$ cat config.mk
export PLATFORM = sky130hd
export DESIGN_NAME = vlh_lock_filter
export DESIGN_NICKNAME = d
export VERILOG_FILES = /design/src/rtl/vlh_pkg.sv /design/src/rtl/vlh_raw_sel.sv /design/src/rtl/vlh_thresh.sv /design/src/rtl/vlh_counter.sv /design/src/rtl/vlh_lock_filter.sv
export SDC_FILE = /design/constraint.sdc
export NUM_CORES = 1
export LEC_CHECK = 0
export BUFFER_PORTS_ARGS = -buffer_cell sky130_fd_sc_hd__buf_2
export CORE_MARGIN = 4
export CORE_UTILIZATION = 45
export CTS_BUF_LIST = sky130_fd_sc_hd__clkbuf_4 sky130_fd_sc_hd__clkbuf_8 sky130_fd_sc_hd__clkbuf_16
export DETAILED_ROUTE_END_ITERATION = 16
export PLACE_DENSITY = 0.64
export SYNTH_ARGS = -nofsm -noshare
export SYNTH_HDL_FRONTEND = slang
export SYNTH_SLANG_ARGS = --single-unit
$ cat constraint.sdc
create_clock -name clk_i -period 2.87 [get_ports clk_i]
set_input_delay 0.287 -clock clk_i [delete_from_list [all_inputs] [get_ports clk_i]]
set_output_delay 0.287 -clock clk_i [all_outputs]
set_load 0.05 [all_outputs]
$ cat src/rtl/vlh_pkg.sv
package vlh_pkg;
  typedef logic [2:0] code_t;

  // non-linear line-count table shared by entry and exit codes
  function automatic int unsigned code_to_lines(code_t c);
    case (c)
      3'd0:    return 1;
      3'd1:    return 2;
      3'd2:    return 5;
      3'd3:    return 10;
      3'd4:    return 100;
      3'd5:    return 500;
      3'd6:    return 1000;
      default: return 100000;
    endcase
  endfunction
endpackage

$ cat src/rtl/vlh_raw_sel.sv
module vlh_raw_sel (
  input  logic h_lock_i,
  input  logic sc_lock_i,
  input  logic v_lock_i,
  input  logic raw_sel_i,
  input  logic sc_en_i,
  output logic raw_o
);
  logic base;
  logic sc_ok;

  always_comb begin
    base  = raw_sel_i ? h_lock_i : (h_lock_i & v_lock_i);
    sc_ok = sc_en_i ? sc_lock_i : 1'b1;
    raw_o = base & sc_ok;
  end
endmodule

$ cat src/rtl/vlh_thresh.sv
module vlh_thresh
  import vlh_pkg::*;
#(
  parameter int CNT_W = 17
) (
  input  code_t            in_code_i,
  input  code_t            out_code_i,
  input  logic             lock_i,
  output logic [CNT_W-1:0] thr_o
);
  int unsigned sel_lines;

  always_comb begin
    sel_lines = lock_i ? code_to_lines(out_code_i) : code_to_lines(in_code_i);
    thr_o     = CNT_W'(sel_lines);
  end
endmodule

$ cat src/rtl/vlh_counter.sv
module vlh_counter #(
  parameter int CNT_W = 17
) (
  input  logic             clk_i,
  input  logic             rst_ni,
  input  logic             line_i,
  input  logic             raw_i,
  input  logic [CNT_W-1:0] thr_i,
  output logic             lock_o,
  output logic             chg_o
);
  localparam int EXT_W = CNT_W + 1;

  logic [CNT_W-1:0] cnt_q;
  logic [EXT_W-1:0] cnt_inc;
  logic             hit;

  always_comb begin
    cnt_inc = EXT_W'(cnt_q) + EXT_W'(1);
    hit     = (cnt_inc >= EXT_W'(thr_i));
  end

  always_ff @(posedge clk_i or negedge rst_ni) begin
    if (!rst_ni) begin
      cnt_q  <= '0;
      lock_o <= 1'b0;
      chg_o  <= 1'b0;
    end else begin
      chg_o <= 1'b0;
      if (line_i) begin
        if (raw_i != lock_o) begin
          if (hit) begin
            lock_o <= raw_i;
            chg_o  <= 1'b1;
            cnt_q  <= '0;
          end else begin
            cnt_q <= cnt_inc[CNT_W-1:0];
          end
        end else begin
          cnt_q <= '0;
        end
      end
    end
  end

  // status only moves on a line strobe
  a_r5_hold_no_line: assert property (@(posedge clk_i) disable iff (!rst_ni)
    !line_i |=> $stable(lock_o));

  // agreeing line restarts the count
  a_r4_agree_clears: assert property (@(posedge clk_i) disable iff (!rst_ni)
    (line_i && (raw_i == lock_o)) |=> (cnt_q == '0) && $stable(lock_o));

  // pulse exactly when status differs from the previous cycle
  a_r9_chg_tracks: assert property (@(posedge clk_i) disable iff (!rst_ni)
    1'b1 |=> (chg_o == (lock_o != $past(lock_o))));
endmodule

$ cat src/rtl/vlh_lock_filter.sv
module vlh_lock_filter
  import vlh_pkg::*;
#(
  parameter int CNT_W = 17
) (
  input  logic       clk_i,
  input  logic       rst_ni,
  input  logic       line_i,
  input  logic       h_lock_i,
  input  logic       sc_lock_i,
  input  logic       v_lock_i,
  input  logic       raw_sel_i,
  input  logic       sc_en_i,
  input  logic [2:0] in_code_i,
  input  logic [2:0] out_code_i,
  output logic       lock_o,
  output logic       chg_o
);
  logic             raw;
  logic [CNT_W-1:0] thr;

  vlh_raw_sel u_raw (
    .h_lock_i  (h_lock_i),
    .sc_lock_i (sc_lock_i),
    .v_lock_i  (v_lock_i),
    .raw_sel_i (raw_sel_i),
    .sc_en_i   (sc_en_i),
    .raw_o     (raw)
  );

  vlh_thresh #(.CNT_W(CNT_W)) u_thr (
    .in_code_i  (in_code_i),
    .out_code_i (out_code_i),
    .lock_i     (lock_o),
    .thr_o      (thr)
  );

  vlh_counter #(.CNT_W(CNT_W)) u_cnt (
    .clk_i  (clk_i),
    .rst_ni (rst_ni),
    .line_i (line_i),
    .raw_i  (raw),
    .thr_i  (thr),
    .lock_o (lock_o),
    .chg_o  (chg_o)
  );

  // missing subcarrier lock keeps an unlocked status unlocked
  a_r8_sc_gate: assert property (@(posedge clk_i) disable iff (!rst_ni)
    (sc_en_i && !sc_lock_i && !lock_o) |=> !lock_o);

  // field mode without vertical lock cannot enter lock
  a_r7_field_gate: assert property (@(posedge clk_i) disable iff (!rst_ni)
    (!raw_sel_i && !v_lock_i && !lock_o) |=> !lock_o);

  // line mode, agreeing horizontal lock holds status
  a_r6_line_agree: assert property (@(posedge clk_i) disable iff (!rst_ni)
    (raw_sel_i && !sc_en_i && (h_lock_i == lock_o)) |=> $stable(lock_o));
endmodule

# Yosys cells after proc, flatten, opt, wreduce, memory -nomap -nowiden
# Index checks and enable logic that the tools add are counted.
[op_classes]
add_sub_neg = 1
magnitude_cmp = 1
n_eq_ne = 13
muxes = 10
bitwise = 2
reduce_logical = 3
[ops]
columns = ["operator", "n"]
rows = [
  ["17-bit one-hot mux with 7 select lines", 2],
  ["17-bit 2-to-1 mux", 3],
  ["17-bit by 1-bit adder with 18-bit output, second input constant", 1],
  ["3-bit equality test, second input constant", 6],
  ["18-bit by 17-bit >= comparator with 1-bit output", 1],
  ["3-bit by 2-bit equality test with 1-bit output, second input constant", 4],
  ["3-bit by 1-bit equality test with 1-bit output, second input constant", 2],
  ["3-bit logical NOT", 2],
  ["1-bit 2-to-1 mux", 5],
  ["3-bit AND reduction", 1],
  ["1-bit AND", 2],
  ["1-bit inequality test", 1],
]
[word_totals]
register_bits = 19
inputBits = 14
out_inout_bits = 2
elab_cells = 33

# Depth between registers and ports, before layout
# Gate-level depths: netlist (run 1).
[logic_depth]
depth_word = 7
mapped_depth = 14
mapped_depth_nobuf = 13

# Modules after synthesis
# Synthesis (run 1) repeated with hierarchy kept, for this count alone.
[unflattened]
cells_unflattened = 214
hier_area_um2 = 1816.7
[modules_own_cells]
columns = ["module", "n_inst", "cells_per_inst", "area_per_inst_um2", "seq_area_each_um2"]
rows = [
  ["vlh_counter", 1, 164, 1478.9, 475.5],
  ["vlh_thresh", 1, 47, 320.3, 0.0],
  ["vlh_raw_sel", 1, 3, 17.5, 0.0],
]

# Worst setup path before layout (run 1)
# No wires, ideal clock.
[synth_timing]
path_type = "reg2reg"
start = "reg u_cnt.lock_o"
end = "reg u_cnt.cnt_q[12]"
setup_time_ps = 124
t_arrival_ps = 3099
required_ps = 2746
setup_slack_ps = -352
stages_incl_launch_ff = 12
path_buffers = 3
period_less_slack_ps = 3222
cell_sequence = "dfrtp_1 -> clkbuf_1 -> buf_1 -> a32oi_1 -> ha_1 -> nand4_1 -> o41ai_1 -> a2111oi_4 -> a31oi_4 -> buf_6 -> nor2_2 -> a211o_1"
[synth_via]
elab_chain_cells = 4
elab_cells_between_ends = 5
classes_between = "order compare (1); eq/ne (1); mux (3)"
[synth_lines]
columns = ["element", "line", "text"]
rows = [
  ["start, declared", "vlh_counter.sv:9", "output logic lock_o,"],
  ["start signal, assigned", "vlh_counter.sv:33", "lock_o <= raw_i;"],
  ["17-bit 2-to-1 mux", "vlh_thresh.sv:14", "sel_lines = lock_i ? code_to_lines(out_code_i) : code_to_lines(in_code_i);"],
  ["18-bit by 17-bit >= comparator with 1-bit output", "vlh_counter.sv:20", "hit = (cnt_inc >= EXT_W'(thr_i));"],
  ["17-bit 2-to-1 mux", "vlh_counter.sv:32", "if (hit) begin"],
  ["17-bit 2-to-1 mux (*)", "vlh_counter.sv:31", "if (raw_i != lock_o) begin"],
  ["end signal, assigned", "vlh_counter.sv:37", "cnt_q <= cnt_inc[CNT_W-1:0];"],
  ["end, declared", "vlh_counter.sv:14", "logic [CNT_W-1:0] cnt_q;"],
]
# Mark *: on every way between the ends. The rest lies on a longest branch, timed or not.
# A chain may end at the register's enable or synchronous reset.

# Worst setup path in the final report (run 1)
[layout_timing]
start = "reg u_cnt.cnt_q[0]"
end = "reg u_cnt.cnt_q[9]"
[layout_via]
elab_chain_cells = 4
[layout_lines]
columns = ["element", "line", "text"]
rows = [
  ["17-bit by 1-bit adder with 18-bit output (*)", "vlh_counter.sv:19", "cnt_inc = EXT_W'(cnt_q) + EXT_W'(1);"],
  ["18-bit by 17-bit >= comparator with 1-bit output", "vlh_counter.sv:20", ""],
  ["17-bit 2-to-1 mux (*)", "vlh_counter.sv:32", ""],
  ["17-bit 2-to-1 mux (*)", "vlh_counter.sv:31", ""],
]
# Marked as above.

==> results of run 1 <==
worst paths after layout:
kind                            slack [ns]        endpoint            from  cells after the start
worst max-delay path                 -0.12  u_cnt.cnt_q[9]  u_cnt.cnt_q[0]                     14
worst min-delay path                  0.43    u_cnt.lock_o       sc_lock_i                      4
worst min register to register        0.58  u_cnt.cnt_q[8]  u_cnt.cnt_q[8]                      2
worst max register to register       -0.12  u_cnt.cnt_q[9]  u_cnt.cnt_q[0]                     14
min in group asynchronous             0.50  u_cnt.cnt_q[3]          rst_ni                      2
max in group asynchronous             2.04    u_cnt.lock_o          rst_ni                      2
worst register-to-register path, cell delays in order (launching register included):
cell	delay, ns
dfrtp_2	0.42
nand3_2	0.10
buf_4	0.17
buf_4	0.16
nor3_4	0.22
nand2_1	0.12
xnor2_2	0.24
ha_2	0.31
o21ai_0	0.16
o211ai_1	0.19
nor2_2	0.29
a31oi_4	0.12
buf_6	0.20
nand2b_1	0.15
o21ai_1	0.07
cells in the mapped netlist, types with 4 or more instances:
master | number | area, µm²
inv_1 | 20 | 75.1
dfrtp_1 | 19 | 475
nor2_1 | 16 | 60.1
nand2_1 | 15 | 56.3
ha_1 | 14 | 175
o21ai_1 | 14 | 70.1
xnor2_1 | 12 | 105
nand2b_1 | 11 | 68.8
nor3_1 | 10 | 50.1
a21oi_1 | 8 | 40.0
clkbuf_1 | 7 | 26.3
o21ai_0 | 7 | 35.0
nand3_1 | 6 | 30.0
a31oi_1 | 4 | 25.0
xor2_1 | 4 | 35.0
state kept, by name, summed over array words and instances, names as in the netlist:
name          flops
u_cnt.lock_o      1
u_cnt.chg_o       1
u_cnt.cnt_q      17
power by group through the flow:
stage | logic, mW | registers (mW) | clock network, mW
detailed placement | 0.425 | 0.321 | 0
CTS | 0.481 | 0.316 | 0.204
floorplan | 0.295 | 0.339 | 0
global route | 0.623 | 0.327 | 0.212
global placement | 0.423 | 0.320 | 0
finish | 0.564 | 0.324 | 0.200
area by class of cell:
| type | count | share of cell area, % |
|---|---|---|
| well taps | 48 | 2.42 |
| multi-input cells | 164 | 56.4 |
| clock buffers | 4 | 1.96 |
| repair buffers | 58 | 16.9 |
| flip-flops and latches | 19 | 19.3 |
| inverters | 20 | 3.02 |
logic make-up (layout without fill, tap and decap cells):
logic type,Yosys count,after routing
compound gates,54,55
xor+xnor,16,16
fa+ha+maj,14,14
buf+inv,32,82
flops,19,19
mux,3,3
simple gates,76,76
what timing repair did:
action,4_1_cts,5_1_grt
resized for setup,18,33
hold endpoints to repair,19,0
cloned,2,0
hold buffers,1,0
setup endpoints to repair,18,19
setup buffers,9,5
pin swaps,17,8
per-stage QoR:
stage / instances / worst slack (ns) / area [µm²] / setup TNS, ns
after floorplan: 214 / 0.00893 / 1790 / 0
after global placement: 292 / -0.164 / 2050 / -1.78
after detailed placement: 292 / -0.246 / 2050 / -2.94
after CTS: 308 / -0.00351 / 2270 / -0.00858
after global routing: 313 / -0.313 / 2480 / -4.99
final: 313 / -0.122 / 2480 / -1.34
per-layer routing:
metal / track usage, % / share of wire [%] / vias up
li1: - / - / 857
met1: 23.8 / 43 / 790
met2: 33.3 / 53 / 36
met3: 3.27 / 4.0 / 4
met4: 3.34 / 0.45 / 0
met5: 0 / 0 / -
placed cells by master, fill, tap and decap left out, types with 4 or more instances in the layout:
master,Yosys,final
dfrtp_1,19,16
a21oi_1,8,6
xnor2_2,0,4
ha_1,14,12
o21ai_2,0,6
nand2b_1,11,4
buf_2,1,15
xor2_1,4,4
buf_6,3,5
inv_1,20,20
buf_4,0,37
nand2b_4,0,7
xnor2_1,12,7
nor2_1,16,12
nor2_2,1,4
nand3_1,6,4
nor3_1,10,6
a31oi_1,4,4
o21ai_0,7,6
nand2_1,15,13
o21ai_1,14,9
==> qor.yml, run 1 <==
yosys:
  synth_nets: 242
  synth_xor_area_share_pct: 7.95
  yosys.area_share.simple_pct: 23.6
  muxShareOfSynthArea_pct: 1.77
  yosys.cell_types.count: 44
  yosysWarnings: 0
  synth_compound_area_share_pct: 21.6
  synthCells: 214
  synth_flop_cell: "dfrtp_1"
  netlist_area_um2: 1760
  avgSynthCellArea_um2: 8.24
  ys_async_sr_fraction_pct: 100
  synth_seq_cells: 19
  ys_seq_area_share_pct: 27.0
  synthAdderAreaFrac_pct: 9.94
  synth_top_family_by_area: "simple AND/OR/NAND/NOR gates"
  synth_edf_count: 0
finish:
  antenna_cells: 0
  drive_gt1_share_pct: 42.3
  final_util_pct: 66.9
  nets: 294
  register_area_um2: 479
  fillers: 303
  multi_input_area_um2: 1400
  area_growth_pct: 41.0
clocking:
  clock_latency_ns: 0.26
  cts.clk_slew.worst_paths_ns: 0.07
  cts.sinks: 19
  cts_tree: "done"
  cts-buffers-inserted: 3
  clockBufferDepth: 2
  clockRootBuffer: "clkbuf_8"
  ctsHtreeMaxLevel: 1
worst_setup_path:
  cp_top_family: "simple AND/OR/NAND/NOR gates"
  cp_data_required_time_ns: 3.06
  cp.arrival_ns: 3.18
  crit_buf_inv: 3
  setup.worst_path.end_class: "flip-flop"
  cpPeakStageDelay_ns: 0.42
  cp_cell_sequence: "nand3_2 -> buf_4 -> buf_4 -> nor3_4 -> nand2_1 -> xnor2_2 -> ha_2 -> o21ai_0 -> o211ai_1 -> nor2_2 -> a31oi_4 -> buf_6 -> nand2b_1 -> o21ai_1"
  path_common_cell: "buf_4"
  crit_path_start_kind: "flip-flop"
  crit_type: "reg2reg"
  cp_slowest_cell: "dfrtp_2"
  worstPathMaxFanout: 7
floorplanning:
  core_area_um2: 3720
  die_y_um: 70.6
  chipWidth_um: 70.6
  die_area_um2: 4980
  ioPinCount: 16
  start_util_pct: 47.4
  core.rowCount: 22
sta:
  skew_ns: 0.00184
  max-slew-margin-rel_pct: 65.4
  setup_viol: 18
  whs_ns: 0.427
  period_share_pct: 104
  fin_ws_ns: -0.122
  drv_slew: 0
  fmax_mhz: 334
  rsz0062_at_grt: "yes"
  layout_min_cycle_time_ns: 2.99
  max_slew.worst_pin.slew_ns: 0.515
  finalHoldViolCount: 0
placed_design:
  dp_hpwl_mm: 3.17
  port_buffers: 15
  routabilityCongestion: 0.858
route:
  drtAntennaViolNets: 0
  wl_per_cell_um: 15.1
  drcViolationCount: 0
  finalWirelength_mm: 4.72
  via_per_inst: 5.39
  drt_iter0_markers: 76
  vias: 1687
  dr.pass1.iters: 6
global_route:
  grt_max_degree: 20
  grt_pass1_vias: 1678
  track_usage_pct: 18.6
  grt_pass1_wl_mm: 7.57
  overflow: 0
  antenna_found_initial: 0
pwr:
  combPwrFrac_pct: 51.8
  p_int_mw: 0.687
  p_per_area_nw_per_um2: 438
  clkPwrFrac_pct: 18.4
  p_switching_mw: 0.400
  swShare_pct: 36.8
  seqPwrFrac_pct: 29.8
  power.total_mw: 1.09
  peakVddDrop_mv: 0.283
  p_leak_nw: 1.21
outcome:
  outcome: "complete, but fails checks"
  violations: "setup timing"
min_path:
  hold_class: "in2reg"
run:
  drv_cap: 0
(Power assumes the default switching activity.)
==> inputs of run 2 (changes only) <==
--- a/config.mk
+++ b/config.mk
@@ -7,10 +7,10 @@
 export LEC_CHECK = 0
 export BUFFER_PORTS_ARGS = -buffer_cell sky130_fd_sc_hd__buf_2
 export CORE_MARGIN = 4
-export CORE_UTILIZATION = 45
+export CORE_UTILIZATION = 54
 export CTS_BUF_LIST = sky130_fd_sc_hd__clkbuf_4 sky130_fd_sc_hd__clkbuf_8 sky130_fd_sc_hd__clkbuf_16
 export DETAILED_ROUTE_END_ITERATION = 16
-export PLACE_DENSITY = 0.64
+export PLACE_DENSITY = 0.74
 export SYNTH_ARGS = -nofsm -noshare
 export SYNTH_HDL_FRONTEND = slang
 export SYNTH_SLANG_ARGS = --single-unit
==> qor.yml, run 2 (synthesized netlist as in run 1, its figures left out) <==
outcome:
  outcome: "complete, but fails checks"
  violations: "setup timing"
pwr:
  p_per_area_nw_per_um2: 432
  power.total_mw: 1.06
  p_leak_nw: 1.18
  peakVddDrop_mv: 0.423
clocking:
  ctsHtreeMaxLevel: 1
  clockBufferDepth: 2
  cts-buffers-inserted: 3
  cts.clk_slew.worst_paths_ns: 0.13
  clockRootBuffer: "clkbuf_4"
  clock_latency_ns: 0.31
  cts_tree: "done"
  cts.sinks: 19
min_path:
  hold_class: "in2reg"
  hold_path_depth: 2
floorplanning:
  die_y_um: 65.1
  start_util_pct: 57.3
  die_area_um2: 4240
  chipWidth_um: 65.1
  core.rowCount: 20
  core_area_um2: 3080
  ioPinCount: 16
sta:
  rsz0062_at_grt: "yes"
  period_share_pct: 110
  fin_ws_ns: -0.284
  finalHoldViolCount: 0
  setup_viol: 18
  max-slew-margin-rel_pct: 70.1
  layout_min_cycle_time_ns: 3.15
  drv_slew: 0
  fin_setup_tns_ns: -3.68
  max_slew.worst_pin.slew_ns: 0.448
  fmax_mhz: 317
  skew_ns: 0.00980
worst_setup_path:
  setup.worst_path.end_class: "flip-flop"
  cp.arrival_ns: 3.38
  cp_data_required_time_ns: 3.10
  crit_type: "reg2reg"
  rr_worst_depth: 13
  crit_path_start_kind: "flip-flop"
  worstPathMaxFanout: 7
placed_design:
  port_buffers: 15
  dp_hpwl_mm: 3.23
  routabilityCongestion: 0.924
route:
  via_per_inst: 5.76
  drcViolationCount: 0
  finalWirelength_mm: 5.18
  dr.pass1.iters: 5
  vias: 1722
  drt_iter0_markers: 108
  drtAntennaViolNets: 0
  wl_per_cell_um: 17.3
finish:
  layout_common_cells: "buf_4 (27), inv_1 (20), dfrtp_1 (17)"
  layout_commonest_cell: "buf_4"
  regMostFlops: "u_cnt.cnt_q"
  drive_gt1_share_pct: 38.4
  antenna_cells: 0
  area_growth_pct: 38.9
  largest_registers: "u_cnt.cnt_q: 17 flops, u_cnt.chg_o: 1 flops, u_cnt.lock_o: 1 flops"
  final_util_pct: 79.6
  nets: 284
  largest_reg_flops: 17
global_route:
  track_usage_pct: 23.9
  busiest_layer: "met2"
  met2_usage_pct: 42.7
  grt_pass1_wl_mm: 7.99
  overflow: 0
  grtUsageMet3_pct: 3.08
  antenna_found_initial: 0
  grt_pass1_vias: 1714
  grt.met1_usage_pct: 30.5
  grt_max_degree: 20
run:
  drv_cap: 0
-- run 2: cell count changes in the layout (fill, tap and decap cells not counted), sizes merged --
cell / before / now
a31oi: 6 / 5
buf: 57 / 48
-- run 2: power breakdown --
part | internal (mW) | switching, mW | leakage, nW | total [mW]
Combinational | 0.266 | 0.306 | 0.904 | 0.572
Sequential | 0.289 | 0.0385 | 0.260 | 0.328
Clock | 0.0636 | 0.0926 | 0.0184 | 0.156
Total | 0.619 | 0.437 | 1.18 | 1.06
-- run 2: timing repair --
action	CTS	global route
hold buffers	1	0
endpoints found under the setup margin	18	18
pin swaps	20	18
hold endpoints to repair	19	0
setup buffers	9	4
resized for setup	31	24
cloned	1	0
-- run 2: worst max-delay path, cell delays in order (launching register included) --
cell	delay, ns
dfrtp_1	0.45
buf_6	0.14
nand3_4	0.10
buf_6	0.18
xnor2_4	0.14
ha_1	0.33
a21oi_1	0.28
o21ai_1	0.10
a211o_1	0.33
a2111oi_4	0.36
a31oi_4	0.21
buf_4	0.22
nand2b_1	0.15
o21ai_1	0.08
-- run 2: cell type report --
type | instances | area, µm²
repair buffers | 49 | 355
well taps | 44 | 55.1
flip-flops and latches | 19 | 478
clock buffers | 4 | 30.0
multi-input cells | 163 | 1460
fillers | 211 | 629
inverters | 20 | 75.1
-- run 2: through the flow --
stage	instance area, µm²	worst slack [ns]	hold slack [ns]	instances
final	2450	-0.284	0.398	299
after global routing	2450	-0.329	0.398	299
after CTS	2240	-0.00646	0.373	295
after detailed placement	1980	-0.194	0.266	280
after global placement	1980	-0.0838	0.258	280
after floorplan	1790	0.00893	-0.00859	214
-- run 2: metal layers --
metal | up-vias | share of wire (%)
met5 | - | 0
met4 | 0 | 2.4
met3 | 16 | 3.8
met2 | 49 | 52
met1 | 823 | 42
li1 | 834 | -
-- run 2: final timing paths --
path	start	end	slack, ns
min in group asynchronous	rst_ni	u_cnt.cnt_q[6]	0.44
min reg2reg	u_cnt.cnt_q[16]	u_cnt.cnt_q[16]	0.60
max in group asynchronous	rst_ni	u_cnt.lock_o	2.10
min	line_i	u_cnt.cnt_q[6]	0.40
max	u_cnt.cnt_q[0]	u_cnt.cnt_q[8]	-0.28
max reg2reg	u_cnt.cnt_q[0]	u_cnt.cnt_q[8]	-0.28
==> inputs of run 3 (changes only) <==
--- a/config.mk
+++ b/config.mk
@@ -10,6 +10,7 @@
 export CORE_UTILIZATION = 54
 export CTS_BUF_LIST = sky130_fd_sc_hd__clkbuf_4 sky130_fd_sc_hd__clkbuf_8 sky130_fd_sc_hd__clkbuf_16
 export DETAILED_ROUTE_END_ITERATION = 16
+export MAX_ROUTING_LAYER = met4
 export PLACE_DENSITY = 0.74
 export SYNTH_ARGS = -nofsm -noshare
 export SYNTH_HDL_FRONTEND = slang
==> qor.yml, run 3 (synthesized netlist as in run 1, its figures left out) <==
global_route:
  grt_pass1_wl_mm: 7.78
  antenna_found_initial: 0
  track_usage_pct: 24.0
  grt_max_degree: 20
  overflow: 0
  grt_pass1_vias: 1709
floorplanning:
  core_area_um2: 3080
  die_y_um: 65.1
  die_area_um2: 4240
  chipWidth_um: 65.1
  start_util_pct: 57.3
  ioPinCount: 16
  core.rowCount: 20
route:
  via_per_inst: 5.78
  drtAntennaViolNets: 0
  vias: 1723
  dr.pass1.iters: 5
  finalWirelength_mm: 4.96
  drcViolationCount: 0
  wl_per_cell_um: 16.6
  drt_iter0_markers: 110
placed_design:
  dp_hpwl_mm: 3.37
  port_buffers: 15
  post_dp_cell_area_um2: 1980
  pre_cts_ws_ns: -0.119
  routabilityCongestion: 0.871
  dp.cells: 280
pwr:
  power.total_mw: 1.04
  p_leak_nw: 1.18
  p_per_area_nw_per_um2: 433
  peakVddDrop_mv: 0.438
sta:
  skew_ns: 0.00182
  setup_viol: 15
  fin_ws_ns: -0.102
  layout_min_cycle_time_ns: 2.97
  max-slew-margin-rel_pct: 69.1
  finalHoldViolCount: 0
  max_slew.worst_pin.slew_ns: 0.464
  fmax_mhz: 337
  period_share_pct: 104
  whs_ns: 0.368
  rsz0062_at_grt: "yes"
  drv_slew: 0
  fin_setup_tns_ns: -0.961
clocking:
  clock_latency_ns: 0.31
  clockRootBuffer: "clkbuf_4"
  cts.clk_slew.worst_paths_ns: 0.12
  clockBufferDepth: 2
  cts_tree: "done"
  ctsHtreeMaxLevel: 1
  cts.sinks: 19
  cts-buffers-inserted: 3
finish:
  layout_common_cells: "buf_4 (27), inv_1 (20), buf_2 (15), dfrtp_1 (15), nor2_1 (14)"
  largest_reg_flops: 17
  final_area_um2: 2400
  antenna_cells: 0
  nets: 283
  drive_gt1_share_pct: 41.7
  area_growth_pct: 36.0
  final_util_pct: 77.9
  regMostFlops: "u_cnt.cnt_q"
  largest_registers: "u_cnt.cnt_q: 17 flops, u_cnt.chg_o: 1 flops, u_cnt.lock_o: 1 flops"
  layout_commonest_cell: "buf_4"
  final_cell_count_no_fill: 298
worst_setup_path:
  regToRegStartpoint: "u_cnt.cnt_q[2]"
  r2r_end: "u_cnt.cnt_q[11]"
  cp.arrival_ns: 3.19
  setup.worst_path.end_class: "flip-flop"
  crit_type: "reg2reg"
  crit_path_start_kind: "flip-flop"
  r2r_slack_ns: -0.10
  cp_data_required_time_ns: 3.08
  rr_worst_depth: 14
  worstPathMaxFanout: 7
min_path:
  hold_class: "in2reg"
  hold_path_depth: 4
  min_to: "u_cnt.lock_o"
  min-delay-start: "sc_lock_i"
outcome:
  outcome: "complete, but fails checks"
  violations: "setup timing"
run:
  drv_cap: 0
-- run 3: how the worst max path moves through the flow --
stage / from / endpoint / slack, ns / cells after the start
6_report: u_cnt.cnt_q[2] / u_cnt.cnt_q[11] / -0.10 / 14
5_1_grt: u_cnt.cnt_q[3] / u_cnt.cnt_q[11] / -0.23 / 12
4_1_cts: u_cnt.cnt_q[1] / u_cnt.cnt_q[3] / -0.006 / 14
3_5_place_dp: u_cnt.cnt_q[1] / u_cnt.lock_o / -0.12 / 13
3_3_place_gp: u_cnt.cnt_q[0] / u_cnt.cnt_q[8] / 0.02 / 14
2_1_floorplan: u_cnt.lock_o / u_cnt.lock_o / 0.009 / 11
-- run 3: where the power goes --
| group | leakage [nW] | switching (mW) | internal, mW | total, mW |
|---|---|---|---|---|
| registers | 0.257 | 0.0505 | 0.292 | 0.342 |
| clock network | 0.0184 | 0.0916 | 0.0638 | 0.155 |
| logic | 0.908 | 0.272 | 0.268 | 0.540 |
-- run 3: layout make-up --
type,instances,area [µm²]
Fill cell,201,681
Tap cell,44,55.1
Multi-Input combinational cell,163,1410
Inverter,20,75.1
Clock buffer,4,30.0
Sequential cell,19,480
Timing Repair Buffer,48,344
-- run 3: critical path, stage by stage (launching register included) --
cell	delay (ns)
dfrtp_1	0.45
nand3_4	0.12
buf_6	0.15
buf_4	0.14
nor3_2	0.22
nand2_1	0.13
xnor2_2	0.27
ha_1	0.24
o21ai_0	0.10
o211ai_1	0.16
nor2_1	0.13
a31oi_4	0.33
buf_4	0.19
o21ai_1	0.05
a21o_1	0.20
-- run 3: what timing repair did --
action,CTS,global route
pin swaps,14,17
cloned,1,0
buffers inserted,5,7
gates resized for setup,19,36
setup endpoints to repair,18,18
hold buffers,1,0
endpoints found under the hold margin,19,0
-- run 3: routing by layer --
layer	share of wire (%)	global-route usage, %
met5	0	-
met4	2.0	8.03
met3	4.0	4.27
met2	52	40.2
met1	42	29.4
